===== config.mk =====
export PLATFORM = sky130hd
export DESIGN_NAME = pgdma_mover
export DESIGN_NICKNAME = d
export VERILOG_FILES = /design/src/rtl/pgdma_pkg.sv /design/src/rtl/pgdma_planner.sv /design/src/rtl/pgdma_beat_ctr.sv /design/src/rtl/pgdma_steer.sv /design/src/rtl/pgdma_mover.sv
export SDC_FILE = /design/constraint.sdc
export NUM_CORES = 1
export LEC_CHECK = 0
export ABC_AREA = 1
export BUFFER_PORTS_ARGS = -buffer_cell sky130_fd_sc_hd__buf_2
export CAP_MARGIN = 20
export CELL_PAD_IN_SITES_DETAIL_PLACEMENT = 2
export CELL_PAD_IN_SITES_GLOBAL_PLACEMENT = 2
export CORE_MARGIN = 2
export CORE_UTILIZATION = 26
export DETAILED_ROUTE_END_ITERATION = 12
export PLACE_DENSITY = 0.94
export SLEW_MARGIN = 0
export SYNTH_ARGS = -nofsm -noshare
export SYNTH_HDL_FRONTEND = slang
export SYNTH_HIERARCHICAL = 1
export SYNTH_SLANG_ARGS = --single-unit

===== constraint.sdc =====
create_clock -name clk -period 5.6 [get_ports clk]
set_input_delay 0.28 -clock clk [delete_from_list [all_inputs] [get_ports clk]]
set_output_delay 0.28 -clock clk [all_outputs]
set_load 0.02 [all_outputs]

===== src/rtl/pgdma_pkg.sv =====
`timescale 1ns/1ps
package pgdma_pkg;

    typedef enum logic [1:0] {
        MV_IDLE = 2'd0,
        MV_REQ  = 2'd1,
        MV_DATA = 2'd2,
        MV_FIN  = 2'd3
    } mv_state_e;

    typedef enum logic {
        DIR_TO_HOST  = 1'b0,
        DIR_TO_FLASH = 1'b1
    } xfer_dir_e;

    typedef struct packed {
        xfer_dir_e dir;
        logic      no_pages;
    } cmd_flags_t;

    function automatic int unsigned byte_shift(int unsigned data_w);
        return $clog2(data_w / 8);
    endfunction

    function automatic int unsigned wider(int unsigned a, int unsigned b);
        return (a > b) ? a : b;
    endfunction

endpackage


===== src/rtl/pgdma_planner.sv =====
`timescale 1ns/1ps
module pgdma_planner #(
    parameter int ADDR_W  = 32,
    parameter int TW_W    = 13,
    parameter int BLEN_W  = 8,
    parameter int BYTE_SH = 2
) (
    input  logic              clk,
    input  logic              rst,
    input  logic              load,
    input  logic [ADDR_W-1:0] ld_addr,
    input  logic [TW_W-1:0]   ld_total,
    input  logic [BLEN_W-1:0] ld_blen,
    input  logic              advance,
    output logic [ADDR_W-1:0] cur_addr,
    output logic [BLEN_W-1:0] cur_len,
    output logic              final_burst
);
    localparam int CW = pgdma_pkg::wider(TW_W, BLEN_W);

    logic [ADDR_W-1:0] addr_q;
    logic [TW_W-1:0]   rem_q;
    logic [BLEN_W-1:0] blen_q;
    logic              short_tail;

    always_comb begin
        short_tail  = CW'(rem_q) < CW'(blen_q);
        cur_len     = short_tail ? BLEN_W'(rem_q) : blen_q;
        final_burst = CW'(rem_q) <= CW'(blen_q);
        cur_addr    = addr_q;
    end

    always_ff @(posedge clk) begin
        if (rst) begin
            addr_q <= '0;
            rem_q  <= '0;
            blen_q <= BLEN_W'(1);
        end else if (load) begin
            addr_q <= ld_addr;
            rem_q  <= ld_total;
            blen_q <= ld_blen;
        end else if (advance) begin
            addr_q <= addr_q + (ADDR_W'(cur_len) << BYTE_SH);
            rem_q  <= rem_q - TW_W'(cur_len);
        end
    end
endmodule


===== src/rtl/pgdma_beat_ctr.sv =====
`timescale 1ns/1ps
module pgdma_beat_ctr #(
    parameter int BLEN_W = 8
) (
    input  logic              clk,
    input  logic              rst,
    input  logic              load,
    input  logic [BLEN_W-1:0] ld_len,
    input  logic              beat,
    output logic              last
);
    logic [BLEN_W-1:0] left_q;

    assign last = (left_q == BLEN_W'(1));

    always_ff @(posedge clk) begin
        if (rst) begin
            left_q <= '0;
        end else if (load) begin
            left_q <= ld_len;
        end else if (beat && left_q != '0) begin
            left_q <= left_q - BLEN_W'(1);
        end
    end
endmodule


===== src/rtl/pgdma_steer.sv =====
`timescale 1ns/1ps
module pgdma_steer
    import pgdma_pkg::*;
#(
    parameter int DATA_W = 32
) (
    input  logic              in_data,
    input  xfer_dir_e         dir,
    input  logic              fin_valid,
    output logic              fin_ready,
    input  logic [DATA_W-1:0] fin_data,
    output logic              mem_wdata_valid,
    input  logic              mem_wdata_ready,
    output logic [DATA_W-1:0] mem_wdata,
    input  logic              mem_rdata_valid,
    output logic              mem_rdata_ready,
    input  logic [DATA_W-1:0] mem_rdata,
    output logic              fout_valid,
    input  logic              fout_ready,
    output logic [DATA_W-1:0] fout_data,
    output logic              beat
);
    logic to_host;
    logic to_flash;

    always_comb begin
        to_host         = in_data && (dir == DIR_TO_HOST);
        to_flash        = in_data && (dir == DIR_TO_FLASH);
        mem_wdata_valid = to_host && fin_valid;
        fin_ready       = to_host && mem_wdata_ready;
        mem_wdata       = fin_data;
        fout_valid      = to_flash && mem_rdata_valid;
        mem_rdata_ready = to_flash && fout_ready;
        fout_data       = mem_rdata;
        beat            = (to_host && fin_valid && mem_wdata_ready) ||
                          (to_flash && mem_rdata_valid && fout_ready);
    end
endmodule


===== src/rtl/pgdma_mover.sv =====
`timescale 1ns/1ps
module pgdma_mover
    import pgdma_pkg::*;
#(
    parameter int DATA_W     = 32,
    parameter int ADDR_W     = 32,
    parameter int PAGE_WORDS = 16,
    parameter int PCNT_W     = 8,
    parameter int BLEN_W     = 8
) (
    input  logic              clk,
    input  logic              rst,
    input  logic [BLEN_W-1:0] cfg_burst_len,
    input  logic              cmd_valid,
    output logic              cmd_ready,
    input  logic              cmd_to_flash,
    input  logic [ADDR_W-1:0] cmd_host_addr,
    input  logic [PCNT_W-1:0] cmd_pages,
    output logic              mem_req_valid,
    input  logic              mem_req_ready,
    output logic              mem_req_rnw,
    output logic [ADDR_W-1:0] mem_req_addr,
    output logic [BLEN_W-1:0] mem_req_len,
    output logic              mem_wdata_valid,
    input  logic              mem_wdata_ready,
    output logic [DATA_W-1:0] mem_wdata,
    input  logic              mem_rdata_valid,
    output logic              mem_rdata_ready,
    input  logic [DATA_W-1:0] mem_rdata,
    input  logic              fin_valid,
    output logic              fin_ready,
    input  logic [DATA_W-1:0] fin_data,
    output logic              fout_valid,
    input  logic              fout_ready,
    output logic [DATA_W-1:0] fout_data,
    output logic              xfer_done
);
    localparam int TW_W    = PCNT_W + $clog2(PAGE_WORDS) + 1;
    localparam int BYTE_SH = byte_shift(DATA_W);

    mv_state_e         state_q, state_d;
    xfer_dir_e         dir_q;
    cmd_flags_t        new_cmd;
    logic              accept;
    logic              req_fire;
    logic              beat;
    logic              beat_last;
    logic              final_burst;
    logic              burst_end;
    logic [TW_W-1:0]   total_words;
    logic [BLEN_W-1:0] eff_blen;
    logic [ADDR_W-1:0] plan_addr;
    logic [BLEN_W-1:0] plan_len;

    always_comb begin
        new_cmd.dir      = cmd_to_flash ? DIR_TO_FLASH : DIR_TO_HOST;
        new_cmd.no_pages = (cmd_pages == '0);
        total_words      = TW_W'(cmd_pages) * TW_W'(PAGE_WORDS);
        eff_blen         = (cfg_burst_len == '0) ? BLEN_W'(1) : cfg_burst_len;
        cmd_ready        = (state_q == MV_IDLE);
        accept           = cmd_ready && cmd_valid;
        mem_req_valid    = (state_q == MV_REQ);
        req_fire         = mem_req_valid && mem_req_ready;
        mem_req_addr     = plan_addr;
        mem_req_len      = plan_len;
        mem_req_rnw      = (dir_q == DIR_TO_FLASH);
        burst_end        = (state_q == MV_DATA) && beat && beat_last;
        xfer_done        = (state_q == MV_FIN);
    end

    always_comb begin
        state_d = state_q;
        unique case (state_q)
            MV_IDLE: if (accept)   state_d = new_cmd.no_pages ? MV_FIN : MV_REQ;
            MV_REQ:  if (req_fire) state_d = MV_DATA;
            MV_DATA: if (burst_end) state_d = final_burst ? MV_FIN : MV_REQ;
            MV_FIN:  state_d = MV_IDLE;
            default: state_d = MV_IDLE;
        endcase
    end

    always_ff @(posedge clk) begin
        if (rst) begin
            state_q <= MV_IDLE;
            dir_q   <= DIR_TO_HOST;
        end else begin
            state_q <= state_d;
            if (accept) dir_q <= new_cmd.dir;
        end
    end

    pgdma_planner #(
        .ADDR_W (ADDR_W),
        .TW_W   (TW_W),
        .BLEN_W (BLEN_W),
        .BYTE_SH(BYTE_SH)
    ) u_plan (
        .clk        (clk),
        .rst        (rst),
        .load       (accept),
        .ld_addr    (cmd_host_addr),
        .ld_total   (total_words),
        .ld_blen    (eff_blen),
        .advance    (burst_end),
        .cur_addr   (plan_addr),
        .cur_len    (plan_len),
        .final_burst(final_burst)
    );

    pgdma_beat_ctr #(
        .BLEN_W(BLEN_W)
    ) u_beats (
        .clk   (clk),
        .rst   (rst),
        .load  (req_fire),
        .ld_len(plan_len),
        .beat  (beat),
        .last  (beat_last)
    );

    pgdma_steer #(
        .DATA_W(DATA_W)
    ) u_steer (
        .in_data        (state_q == MV_DATA),
        .dir            (dir_q),
        .fin_valid      (fin_valid),
        .fin_ready      (fin_ready),
        .fin_data       (fin_data),
        .mem_wdata_valid(mem_wdata_valid),
        .mem_wdata_ready(mem_wdata_ready),
        .mem_wdata      (mem_wdata),
        .mem_rdata_valid(mem_rdata_valid),
        .mem_rdata_ready(mem_rdata_ready),
        .mem_rdata      (mem_rdata),
        .fout_valid     (fout_valid),
        .fout_ready     (fout_ready),
        .fout_data      (fout_data),
        .beat           (beat)
    );
endmodule


==> metrics.yaml <==
cells_and_area:
  syn2layout_area_growth_pct: 10.9
  n_antenna_cell: 0
  instances_no_fill: 1208
  drive_gt1_frac: 0.170
  fin_nets: 1079
  utilization: 0.294
  fill_cells: 2658
sta:
  fin_skew_ns: 0.0107
  hold_viol: 0
  slew_viol_final: 0
  period_needed_ns: 4.05
  min_period_over_period: 0.722
  setup_tns_ns: 0
  tightest_slew_ns: 0.790
  rsz0062_at_grt: "no"
  setup_viol: 0
  holdWs_ns: 0.169
  maxSlewHeadroom: 0.469
  clock.fmax_mhz: 247
grt:
  grt_use_met2: 0.379
  globalRouteOverflowTotal: 0
  grt_max_degree: 52
  grt_use_met1: 0.228
  antenna_found_initial: 0
  grt_pass1_vias: 6784
  grt.total_usage: 0.203
  grt_use_met3: 0.0400
  grt.busiest_layer: "met2"
  grt_first_pass_wirelength_um: 35700
synthesis:
  yosys.area.top_type_share: 0.229
  yosysTopAreaCell: "dfxtp_1"
  ys_seq_area_frac: 0.229
  synth_edf_count: 0
  synth_area_leaders: "dfxtp_1 (23%), nand2_1 (16%), buf_4 (8.6%)"
  yosys_warnings: 6
  synth-simple-area-share: 0.361
  synthFlopType: "dfxtp_1"
  synthXorXnorAreaFrac: 0.0125
  async_flop_share: 0
  syn_avg_cell_area_um2: 6.23
  synth_compound_area_frac: 0.144
  syn-cell-area_um2: 5590
  synthMuxAreaShare: 0
  synth.distinct_cells: 45
  synthCells: 897
  synthAdderAreaFrac: 0.0676
  synth_top_family_by_area: "simple AND/OR/NAND/NOR gates"
  ys_ff_latch: 64
critical_path:
  cp-end-kind: "flip-flop"
  ff2ff_setup_slack_ns: 1.55
  worstPathRequired_ns: 5.80
  cp_max_fo: 10
  critical_path_class: "reg -> reg"
  crit_path_start_kind: "flip-flop"
  worst-endpoint-arrival_ns: 4.25
power_and_ir_drop:
  ir_worst_vdd_mv: 0.179
  fin_total_pwr_mw: 3.01
  power_leakage_nw: 2.98
  power_density_nw_per_um2: 485
place:
  port-buffer-count: 104
  gp_congestion: 0.864
  placed_cells: 1193
  place_hpwl_um: 17400
detailed_routing:
  drt-initial-drc-count: 235
  drcViolationCount: 0
  ant_nets: 0
  wire_per_inst_um: 18.9
  routed_via_density: 5.06
  routed_wl_um: 22800
  vias: 6113
  first_pass_iters: 4
clock_network:
  cts_tree: "yes"
  clk_pin_slew_worst_paths_ns: 0.06
  cts_sinks: 64
  post_cts_buffers: 0
  clock_latency_ns: 0.35
  ctsResizeCount: 0
  htreeDepth: 3
  cts_max_path_buffers: 2
  root_buffer: "clkbuf_16"
  cts-buffers-inserted: 9
  ctsHoldBuffers: 0
floorplan:
  die_w_um: 151
  die_area_um2: 22700
  die_h_um: 151
  ios: 233
  start_util: 0.265
  rows: 53
  core_region_area_um2: 21100
job:
  maxCapViolations: 0
min_path:
  hold_path.class: "in -> reg"
outcome:
  outcome: "complete, no violations"
==> logic make-up after synthesis <==
kind of cell | Yosys count
AOI/OAI and AO/OA | 133
xor gates and xnor gates | 8
adders and majority gates | 29
buffers and inverters | 203
DFF | 64
other | 1
and+or+nand+nor | 459
==> per-layer routing <==
layer	wire [µm]	share of wire
met3	844	0.037
met1	9410	0.41
met5	0	0
met2	12000	0.52
met4	621	0.027
==> power breakdown <==
| group | total [mW] | internal [mW] | switching [mW] |
|---|---|---|---|
| clock network | 0.601 | 0.379 | 0.222 |
| registers | 0.693 | 0.557 | 0.137 |
| logic | 1.71 | 0.527 | 1.19 |
==> cells in the mapped netlist (all sizes together) (6+ instances only) <==
| cell | number |
|---|---|
| o21ai | 27 |
| nor2 | 84 |
| ha | 27 |
| dfxtp | 64 |
| nand2 | 254 |
| a31oi | 6 |
| nand3 | 84 |
| a21oi | 61 |
| clkbuf | 21 |
| xor2 | 7 |
| buf | 71 |
| nand4 | 13 |
| nor3 | 7 |
| inv | 110 |
| a22oi | 33 |
==> layout by cell type (no fill, tap or decap), types with 3 or more instances in the layout <==
master,netlist,layout
a22oi_1,33,33
nand3b_1,5,5
xor2_1,7,7
inv_1,106,105
nand2_1,244,244
nor2_1,74,73
nand4_1,13,13
conb_1,1,5
and3_1,4,4
ha_1,27,27
clkbuf_16,0,9
buf_2,3,104
inv_2,4,4
nand3_1,82,82
dfxtp_1,64,64
a21oi_2,3,3
clkbuf_8,2,3
nor3_1,6,6
a31oi_1,6,6
a21oi_1,58,58
buf_4,64,5
nor2_2,6,6
nor2_4,4,5
nand2_2,9,9
o21ai_0,24,24
==> cell type report <==
type / count / area, µm² / share of cell area
Multi-Input combinational cell: 634 / 3290 / 0.531
Tap cell: 275 / 344 / 0.0555
Clock buffer: 13 / 270 / 0.0436
Clock inverter: 2 / 37.5 / 0.00605
Sequential cell: 64 / 1280 / 0.207
Timing Repair Buffer: 109 / 558 / 0.0900
Inverter: 111 / 417 / 0.0672
==> worst paths after layout <==
check,from,endpoint,depth (start not counted)
max,u_plan/blen_q[2]$_SDFFE_PP0P_,u_plan/cur_addr[26]$_SDFFE_PP0N_,23
min,cmd_host_addr[0],u_plan/cur_addr[0]$_SDFFE_PP0P_,3
max reg2reg,u_plan/blen_q[2]$_SDFFE_PP0P_,u_plan/cur_addr[26]$_SDFFE_PP0N_,23
min reg2reg,u_plan/blen_q[6]$_SDFFE_PP0P_,u_plan/blen_q[6]$_SDFFE_PP0P_,2
==> registers in the layout (all words and copies together), names as in the netlist <==
| name | count |
|---|---|
| u_plan/cur_addr | 32 |
| u_plan/rem_q | 13 |
| u_beats/left_q | 8 |
| u_plan/blen_q | 8 |
| state_q | 2 |
| mem_req_rnw | 1 |
==> worst max-delay path: stages (launching register included) <==
cell	delay, ns
dfxtp_1	0.34
inv_1	0.07
ha_1	0.29
a21o_1	0.19
o21bai_1	0.13
nand2_1	0.07
nand2_1	0.06
nand2_1	0.05
nand2_1	0.22
nand2_2	0.20
o21ai_0	0.48
ha_1	0.32
inv_1	0.09
fa_1	0.39
inv_1	0.15
nand3_1	0.09
nand3_1	0.17
nand2_1	0.08
nand3_1	0.13
nand2_1	0.08
nand2_1	0.09
nand2_1	0.06
nand2_1	0.08
a21oi_2	0.06
==> through the flow <==
stage | setup slack [ns] | instance area [µm²]
6_report | 1.55 | 6200
5_1_grt | 1.19 | 6200
4_1_cts | 1.59 | 6200
3_5_place_dp | 1.77 | 5890
3_3_place_gp | 2.07 | 5890
2_1_floorplan | 2.02 | 5600
No activity file was read; power rests on OpenSTA's default activity.
